### config.mk
export PLATFORM = sky130hd
export DESIGN_NAME = flash_clearer
export DESIGN_NICKNAME = d
export VERILOG_FILES = /design/src/rtl/flashclr_pkg.sv /design/src/rtl/flashclr_lane.sv /design/src/rtl/flashclr_pick.sv /design/src/rtl/flashclr_clear.sv /design/src/rtl/flash_clearer.sv
export SDC_FILE = /design/constraint.sdc
export NUM_CORES = 1
export LEC_CHECK = 0
export BUFFER_PORTS_ARGS = -buffer_cell sky130_fd_sc_hd__buf_2
export CAP_MARGIN = 20
export CORE_ASPECT_RATIO = 0.6
export CORE_MARGIN = 3
export CORE_UTILIZATION = 45
export DETAILED_ROUTE_END_ITERATION = 8
export PLACE_DENSITY_LB_ADDON = 0.25
export SLEW_MARGIN = 25
export SYNTH_ARGS = -nofsm -noshare
export SYNTH_HDL_FRONTEND = slang
export SYNTH_SLANG_ARGS = --single-unit
### constraint.sdc
create_clock -name clk -period 3.3 [get_ports clk]
set_clock_uncertainty 0.15 [all_clocks]
set_input_delay 0.825 -clock clk [delete_from_list [all_inputs] [get_ports clk]]
set_output_delay 0.825 -clock clk [all_outputs]
set_load 0.005 [all_outputs]
### src/rtl/flashclr_pkg.sv
package flashclr_pkg;

    typedef enum logic [1:0] {
        FC_PRIME  = 2'd0,
        FC_SEARCH = 2'd1,
        FC_LOCKED = 2'd2
    } fc_state_e;

endpackage

### src/rtl/flashclr_lane.sv
// Per-bit tracker: last level, cycles since last change, run of exact-period changes.
module flashclr_lane #(
    parameter int PERIOD  = 3546,
    parameter int CONFIRM = 10
) (
    input  logic clk,
    input  logic rst,
    input  logic load_i,
    input  logic eval_i,
    input  logic bit_i,
    output logic hit_o
);

    localparam int CNT_W = $clog2(PERIOD + 2);
    localparam int TOG_W = (CONFIRM > 1) ? $clog2(CONFIRM + 1) : 1;
    localparam logic [CNT_W-1:0] PER_C = CNT_W'(PERIOD);
    localparam logic [TOG_W-1:0] CNF_C = TOG_W'(CONFIRM);

    logic             prev_q;
    logic             armed_q;
    logic [CNT_W-1:0] cnt_q;
    logic [TOG_W-1:0] tog_q;
    logic             edge_seen;
    logic             on_time;

    assign edge_seen = (bit_i != prev_q);
    assign on_time   = armed_q && (cnt_q == PER_C);

    always_ff @(posedge clk) begin
        if (rst) begin
            prev_q  <= 1'b0;
            armed_q <= 1'b0;
            cnt_q   <= '0;
            tog_q   <= '0;
        end else if (load_i) begin
            prev_q <= bit_i;
        end else if (eval_i) begin
            prev_q <= bit_i;
            if (edge_seen) begin
                armed_q <= 1'b1;
                cnt_q   <= CNT_W'(1);
                if (on_time) begin
                    if (tog_q != CNF_C) tog_q <= tog_q + TOG_W'(1);
                end else begin
                    tog_q <= '0;
                end
            end else if (armed_q) begin
                if (cnt_q >= PER_C) tog_q <= '0;
                if (cnt_q <= PER_C) cnt_q <= cnt_q + CNT_W'(1);
            end
        end
    end

    assign hit_o = (tog_q == CNF_C);

endmodule

### src/rtl/flashclr_pick.sv
// Lowest-index-wins selection among confirming positions.
module flashclr_pick #(
    parameter int WORD_W = 8,
    parameter int IDX_W  = 3
) (
    input  logic [WORD_W-1:0] req_i,
    output logic              any_o,
    output logic [IDX_W-1:0]  idx_o
);

    always_comb begin
        any_o = |req_i;
        idx_o = '0;
        for (int i = WORD_W - 1; i >= 0; i--) begin
            if (req_i[i]) idx_o = IDX_W'(i);
        end
    end

endmodule

### src/rtl/flashclr_clear.sv
// Registered output stage that clears one selected bit.
module flashclr_clear #(
    parameter int WORD_W = 8,
    parameter int IDX_W  = 3
) (
    input  logic              clk,
    input  logic              rst,
    input  logic [WORD_W-1:0] din_i,
    input  logic              clr_en_i,
    input  logic [IDX_W-1:0]  clr_idx_i,
    output logic [WORD_W-1:0] data_o
);

    logic [WORD_W-1:0] clr_bits;

    for (genvar b = 0; b < WORD_W; b++) begin : g_mask
        assign clr_bits[b] = clr_en_i && (clr_idx_i == IDX_W'(b));
    end

    always_ff @(posedge clk) begin
        if (rst) data_o <= '0;
        else     data_o <= din_i & ~clr_bits;
    end

endmodule

### src/rtl/flash_clearer.sv
module flash_clearer
    import flashclr_pkg::*;
#(
    parameter int WORD_W  = 8,
    parameter int PERIOD  = 3546,
    parameter int CONFIRM = 10,
    localparam int IDX_W  = (WORD_W > 1) ? $clog2(WORD_W) : 1
) (
    input  logic              clk,
    input  logic              rst,
    input  logic [WORD_W-1:0] din_i,
    output logic [WORD_W-1:0] data_o,
    output logic              active_o,
    output logic [IDX_W-1:0]  lock_idx_o
);

    fc_state_e         state_q;
    fc_state_e         state_d;
    logic [WORD_W-1:0] hit;
    logic              any_hit;
    logic [IDX_W-1:0]  pick_idx;
    logic              in_prime;
    logic              in_search;

    assign in_prime  = (state_q == FC_PRIME);
    assign in_search = (state_q == FC_SEARCH);

    for (genvar b = 0; b < WORD_W; b++) begin : g_lane
        flashclr_lane #(
            .PERIOD  (PERIOD),
            .CONFIRM (CONFIRM)
        ) u_lane (
            .clk    (clk),
            .rst    (rst),
            .load_i (in_prime),
            .eval_i (in_search),
            .bit_i  (din_i[b]),
            .hit_o  (hit[b])
        );
    end

    flashclr_pick #(
        .WORD_W (WORD_W),
        .IDX_W  (IDX_W)
    ) u_pick (
        .req_i (hit),
        .any_o (any_hit),
        .idx_o (pick_idx)
    );

    // next-state decode
    always_comb begin
        unique case (state_q)
            FC_PRIME:  state_d = FC_SEARCH;
            FC_SEARCH: state_d = any_hit ? FC_LOCKED : FC_SEARCH;
            FC_LOCKED: state_d = FC_LOCKED;
            default:   state_d = FC_PRIME;
        endcase
    end

    // state register
    always_ff @(posedge clk) begin
        if (rst) state_q <= FC_PRIME;
        else     state_q <= state_d;
    end

    // outputs
    always_ff @(posedge clk) begin
        if (rst) begin
            active_o   <= 1'b0;
            lock_idx_o <= '0;
        end else if (in_search && (state_d == FC_LOCKED)) begin
            active_o   <= 1'b1;
            lock_idx_o <= pick_idx;
        end
    end

    flashclr_clear #(
        .WORD_W (WORD_W),
        .IDX_W  (IDX_W)
    ) u_clear (
        .clk       (clk),
        .rst       (rst),
        .din_i     (din_i),
        .clr_en_i  (active_o),
        .clr_idx_i (lock_idx_o),
        .data_o    (data_o)
    );

endmodule

Yosys cells after proc, flatten, opt, wreduce, memory -nomap -nowiden
Cells that the tools add are included.
{"block": "word_totals", "ff_bits": 158, "input_bits": 10}
{"block": "classes", "n_addsub": 16, "magnitude_cmp": 16, "eq_ne": 50, "muxes": 90, "bitwise_logic": 3, "reduce_logical": 69}
{"cell": "12-bit 2-to-1 mux", "n": 24}
{"cell": "4-bit 2-to-1 mux", "n": 40}
{"cell": "12-bit by 1-bit adder with 12-bit output, second input constant", "n": 8}
{"cell": "12-bit == test, second input constant", "n": 8}
{"cell": "12-bit >= comparator, second input constant", "n": 8}
{"cell": "12-bit less-or-equal comparator, second input constant", "n": 8}
{"cell": "2-bit nonzero test", "n": 25}
{"cell": "5-bit AND reduction", "n": 8}
{"cell": "4-bit by 1-bit adder with 4-bit output, second input constant", "n": 8}
{"cell": "4-bit == test, second input constant", "n": 8}
{"cell": "4-bit != test, second input constant", "n": 8}
{"cell": "4-bit AND reduction", "n": 8}
{"cell": "3-bit 2-to-1 mux", "n": 8}
{"cell": "3-bit != test, second input constant", "n": 8}
{"cell": "3-bit AND reduction", "n": 8}
{"cell": "1-bit logical AND", "n": 17}
{"cell": "1-bit 2-to-1 mux", "n": 16}
{"cell": "3-bit == test, second input constant", "n": 4}
{"cell": "8-bit AND", "n": 1}
{"cell": "1-bit != test", "n": 8}
{"cell": "8-bit NOT", "n": 1}
{"cell": "8-bit OR reduction", "n": 1}
{"cell": "3-bit by 2-bit == test with 1-bit output, second input constant", "n": 2}
{"cell": "2-bit case mux with 3 select lines", "n": 1}
{"cell": "7 further kinds", "n": 8}

Logic depth before layout (Yosys ltp)
{"block": "depth", "depth_word": 9, "depth_mapped": 9}

Modules after synthesis
Synthesis repeated with hierarchy kept, for this count alone.
{"block": "hier_totals", "cells_unflattened": 1154, "hier_area_um2": 9610.5}
{"mod": "flashclr_lane", "instances": 8, "cells_per_inst": 136, "area_per_inst_um2": 1123.6, "seq_area_each_um2": 360.3}
{"mod": "flashclr_clear", "instances": 1, "cells_per_inst": 28, "area_per_inst_um2": 290.3, "seq_area_each_um2": 160.2}
{"mod": "flash_clearer", "instances": 1, "cells_per_inst": 25, "area_per_inst_um2": 250.2, "seq_area_each_um2": 120.1}
{"mod": "flashclr_pick", "instances": 1, "cells_per_inst": 13, "area_per_inst_um2": 81.3, "seq_area_each_um2": 0.0}

Worst setup path before layout
No wires, ideal clock.
{"block": "synth_timing", "kind": "flip-flop to flip-flop", "start": "register g_lane[1].u_lane.cnt_q[1]", "end": "register g_lane[1].u_lane.cnt_q[6]", "setup_ns": 0.070, "t_arrival_ns": 2.288, "t_required_ns": 3.080, "path_slack_ns": 0.792, "path_stages_with_launch": 8, "path_buffers": 1, "synth_period_minus_slack_ns": 2.508, "cell_sequence": "dfxtp_1 > ha_1 > or4b_1 > or4_1 > buf_6 > and2_4 > or4_1 > a21oi_1"}
{"block": "synth_between", "elab_chain_cells": 4, "word_cells_on_any_way": 7, "cone_classes": "add/sub: 1; order compare: 1; mux: 3; reduce/logical: 2"}
{"item": "start, declared", "line_no": "flashclr_lane.sv:21", "text": "logic [CNT_W-1:0] cnt_q;"}
{"item": "start signal, assigned", "line_no": "flashclr_lane.sv:49", "text": "if (cnt_q <= PER_C) cnt_q <= cnt_q + CNT_W'(1);"}
{"item": "12-bit by 1-bit adder with 12-bit output", "line_no": "flashclr_lane.sv:49"}
{"item": "12-bit 2-to-1 mux", "line_no": "flashclr_lane.sv:49"}
{"item": "12-bit 2-to-1 mux", "line_no": "flashclr_lane.sv:47", "text": "end else if (armed_q) begin"}
{"item": "12-bit 2-to-1 mux", "line_no": "flashclr_lane.sv:39", "text": "if (edge_seen) begin"}
Several ways; a longest one is shown, not always the timed one. The select of a mux whose other input is x is not followed.
A chain may end at the register's enable or synchronous reset.

Worst setup path in the final report
{"block": "layout_timing", "start": "register g_lane[7].u_lane.cnt_q[1]", "end": "register g_lane[7].u_lane.cnt_q[4]"}
{"block": "layout_between", "elab_chain_cells": 4, "word_cells_on_any_way": 7, "cone_classes": "add/sub: 1; order compare: 1; mux: 3; reduce/logical: 2"}
{"item": "start, declared", "line_no": "flashclr_lane.sv:21"}
{"item": "start signal, assigned", "line_no": "flashclr_lane.sv:49"}
{"item": "12-bit by 1-bit adder with 12-bit output", "line_no": "flashclr_lane.sv:49"}
{"item": "12-bit 2-to-1 mux", "line_no": "flashclr_lane.sv:49"}
{"item": "12-bit 2-to-1 mux", "line_no": "flashclr_lane.sv:47"}
{"item": "12-bit 2-to-1 mux", "line_no": "flashclr_lane.sv:39"}
Several ways; a longest one is shown, not always the timed one. The select of a mux whose other input is x is not followed.

==> summary.txt <==
Status
  • Status: complete, no violations

Detailed routing
  • Routed wire per std cell: 16.6 um
  • Via count: between 9,000 and 10,000
  • Post-route ant nets: 0
  • Detailed Routing Iterations Pass 1: 5
  • Post-Route WL: approximately 24 mm
  • Post-DR vias/cell: 6.22
  • Residual DRC: 0
  • Initial DRC Count: 791

Synth
  • Yosys reg bits: 158
  • Syn Area/Cell: 7.98 um2
  • Simple-Gate Fraction of Synth Area: 28.0%
  • Synth Warn #: 0
  • Number of synthesized flops with an enable pin: 0
  • Area share of xor/xnor cells in the synthesized design: between 1.5 and 2%
  • Mux contribution to synthesized area: 1.98%
  • Yosys cell types: 77
  • Compound-Gate Fraction of Synth Area: 25.9%
  • Top post-synthesis cells by count: 158 x dfxtp_1, 94 x a21oi_1, 94 x nand2_1, 84 x nor2_1, 68 x nand3_1
  • Gate count of the mapped netlist: about 1,200
  • Synthesized Nets: about 1,200
  • Most used DFF post-synth: dfxtp_1
  • Top post-synthesis cells by area: dfxtp_1 34%, a21oi_1 5.1%, ha_1 4.3%
  • Synth async-reset ratio: 0%
  • Adder-cell share of the synthesized area: 4.31%
  • Most frequent cell after synthesis: dfxtp_1
  • Seq/Total Area, Yosys: between 30% and 40%
  • Synth top area share: 34.0%
  • Cell accounting for the most synthesized area: dfxtp_1
  • Post-Syn Area: 9290 um2
  • Largest family of logic cells by synthesized area: simple AND/OR/NAND/NOR gates

Clock tree
  • Root buf cell: clkbuf_16
  • Postcts setup bufs: 0
  • Clock buffer depth: 2
  • Post-cts resize count: 0
  • CTS sink count: roughly 160
  • Clock latency on the worst-skew pair: between 400 and 500 ps
  • CTS H-tree depth: 4
  • Cts hold-fix bufs: 0
  • Clock Pin Slew Worst Setup and Hold Paths: about 60 ps
  • CTS tree: built
  • CTS Buf Count: 17

Power and ir drop
  • Switching fraction of total power: about 25%
  • Leak Pwr: between 3 and 4 nW
  • PwrDens: 425 nW/um2
  • Sw Pwr: 1.11 mW
  • Seq pwr share: 45.0%
  • Max VDD drop: roughly 0.33 mV
  • Clk network pwr share: 46.0%
  • Internal power: 3.29 mW
  • Gate power share: ~9.0%

Cells and area
  • # diodes: 0
  • Layout cells sized above 1: 9.31%
  • Fillers: 1,928
  • Sequential cell area: 3160 um2
  • Fin cells: 1,454
  • Area of the multi-input gates: 5750 um2
  • Area Growth Syn to Fin: 11.2%
  • Fin area: 10,300 um2
  • Nets: ~1,200

GRT
  • Largest net degree at the start of global routing: 88
  • Initial antenna violation count: 0
  • Total GRT Usage: 21.3%
  • Global-route wire length before repair: 40.2 mm
  • Gr ovfl total: 0
  • Vias in the first global route: 7,732

Worst hold path
  • Worst Hold Path EP: g_lane[1].u_lane.cnt_q[11]
  • Worst hold path startpoint: g_lane[1].u_lane.cnt_q[11]
  • Hold/Removal Path Class: register to register
  • Hold Path Stages: 2

Place
  • Placed Cells: about 1,400
  • PortBufs: 21
  • GPL Wtd Cong: 0.904
  • Cell Area, Placed: 9740 um2
  • DP HPWL: 16.7 mm

STA
  • Final worst path period share: 85.4%
  • Final setup viols: 0
  • Slew margin rel.: between 30% and 40%
  • Final TNS setup: 0 ps
  • Fin. max-slew vios: 0
  • Fin. Hold Viols: 0
  • Peak Freq: 355 MHz
  • Min Clock Period, post-route: ~2800 ps
  • Worst-Margin Slew: about 960 ps
  • Unrepaired setup endpoints after global routing: false

Worst setup path
  • Cells on worst reg2reg path: 6
  • RR Startpoint: g_lane[7].u_lane.cnt_q[1]
  • R2R setup slack: roughly 480 ps
  • WS Path Type: register to register
  • Crit start category: register
  • Critical Path AT: 2990 ps
  • CP Capture Type: register
  • Critical Path RT: 3470 ps
  • Crit Path Max Fanout: 13
  • Worst reg2reg endpoint: g_lane[7].u_lane.cnt_q[4]

Floorplanning
  • Die area: 22,500 um2
  • Row Count: 40
  • Die width: roughly 190 um
  • Initial core utilization: a little under half
  • Ports: 22
  • Die H: 117 um
  • Core area: roughly 20,000 um2

Run
  • Max-Cap Viols: 0
[stage by stage]
| stage | util [%] | setup WS [ps] | hold slack (ps) | power, mW |
|---|---|---|---|---|
| after CTS | 51.4 | 479 | 326 | 4.44 |
| final | 51.4 | 483 | 327 | 4.40 |
| after global routing | 51.4 | 300 | 358 | 4.58 |
| after detailed placement | 48.4 | 536 | 321 | 2.41 |
| after global placement | 48.4 | 522 | 315 | 2.40 |
| after floorplan | - | 792 | 292 | 2.27 |
[kinds of logic after synthesis]
logic type,Yosys count
compound gates,355
flops,158
xor+xnor,16
simple gates,487
mux,18
buf+inv,99
fa+ha+maj,32
[cells in the final DEF, fill, tap and decap left out, types with 29 or more instances in the layout]
cell and count:
a21oi_1 94, buf_4 29, dfxtp_1 158, ha_1 32, inv_1 32, nand2_1 94, nand3_1 68, nand4_1 34
nor2_1 84, nor3_1 43, o21ai_0 51, o31ai_1 29
[flip-flops by register name, summed over array words and instances (netlist names)]
name,cells
g_lane.u_lane.prev_q,8
u_clear.data_o,8
g_lane.u_lane.cnt_q,96
g_lane.u_lane.armed_q,8
lock_idx_o,3
g_lane.u_lane.tog_q,32
active_o,1
state_q,2
[worst max-delay path by stage]
stage	startpoint	end	slack, ps
after global routing	g_lane[7].u_lane.cnt_q[1]	g_lane[7].u_lane.cnt_q[4]	300
after CTS	g_lane[7].u_lane.cnt_q[1]	g_lane[7].u_lane.cnt_q[4]	480
after detailed placement	din_i[6]	g_lane[6].u_lane.tog_q[3]	540
final	g_lane[7].u_lane.cnt_q[1]	g_lane[7].u_lane.cnt_q[4]	480
after floorplan	g_lane[1].u_lane.cnt_q[1]	g_lane[1].u_lane.cnt_q[6]	790
after global placement	din_i[6]	g_lane[6].u_lane.tog_q[3]	520
[layout make-up]
cell class | count | area share [%]
inverters | 33 | 1.20
clock inverters | 11 | 1.37
well taps | 273 | 3.30
clock buffers | 20 | 4.42
repair buffers | 51 | 3.46
multi-input cells | 908 | 55.7
flip-flops and latches | 158 | 30.6
[metal layers]
| metal | GRT usage (%) | wire length [um] |
|---|---|---|
| met2 | 27.8 | 9490 |
| met1 | 34.6 | 12900 |
| met4 | 4.31 | 170 |
| met5 | 0 | 0 |
| met3 | 4.90 | 1660 |
[power groups by stage]
stage | sequential (mW) | combinational (mW) | clock [mW]
after detailed placement | 2.02 | 0.388 | 0
final | 1.98 | 0.395 | 2.02
after CTS | 1.98 | 0.389 | 2.07
after global routing | 1.98 | 0.438 | 2.16
after global placement | 2.02 | 0.384 | 0
after floorplan | 2.01 | 0.258 | 0
[critical path, stage by stage (launching register included)]
cell	delay [ps]
dfxtp_1	410
ha_1	160
or4b_1	420
or4_1	550
o211ai_1	510
a41oi_1	210
a311oi_1	310
(Power assumes the default switching activity.)
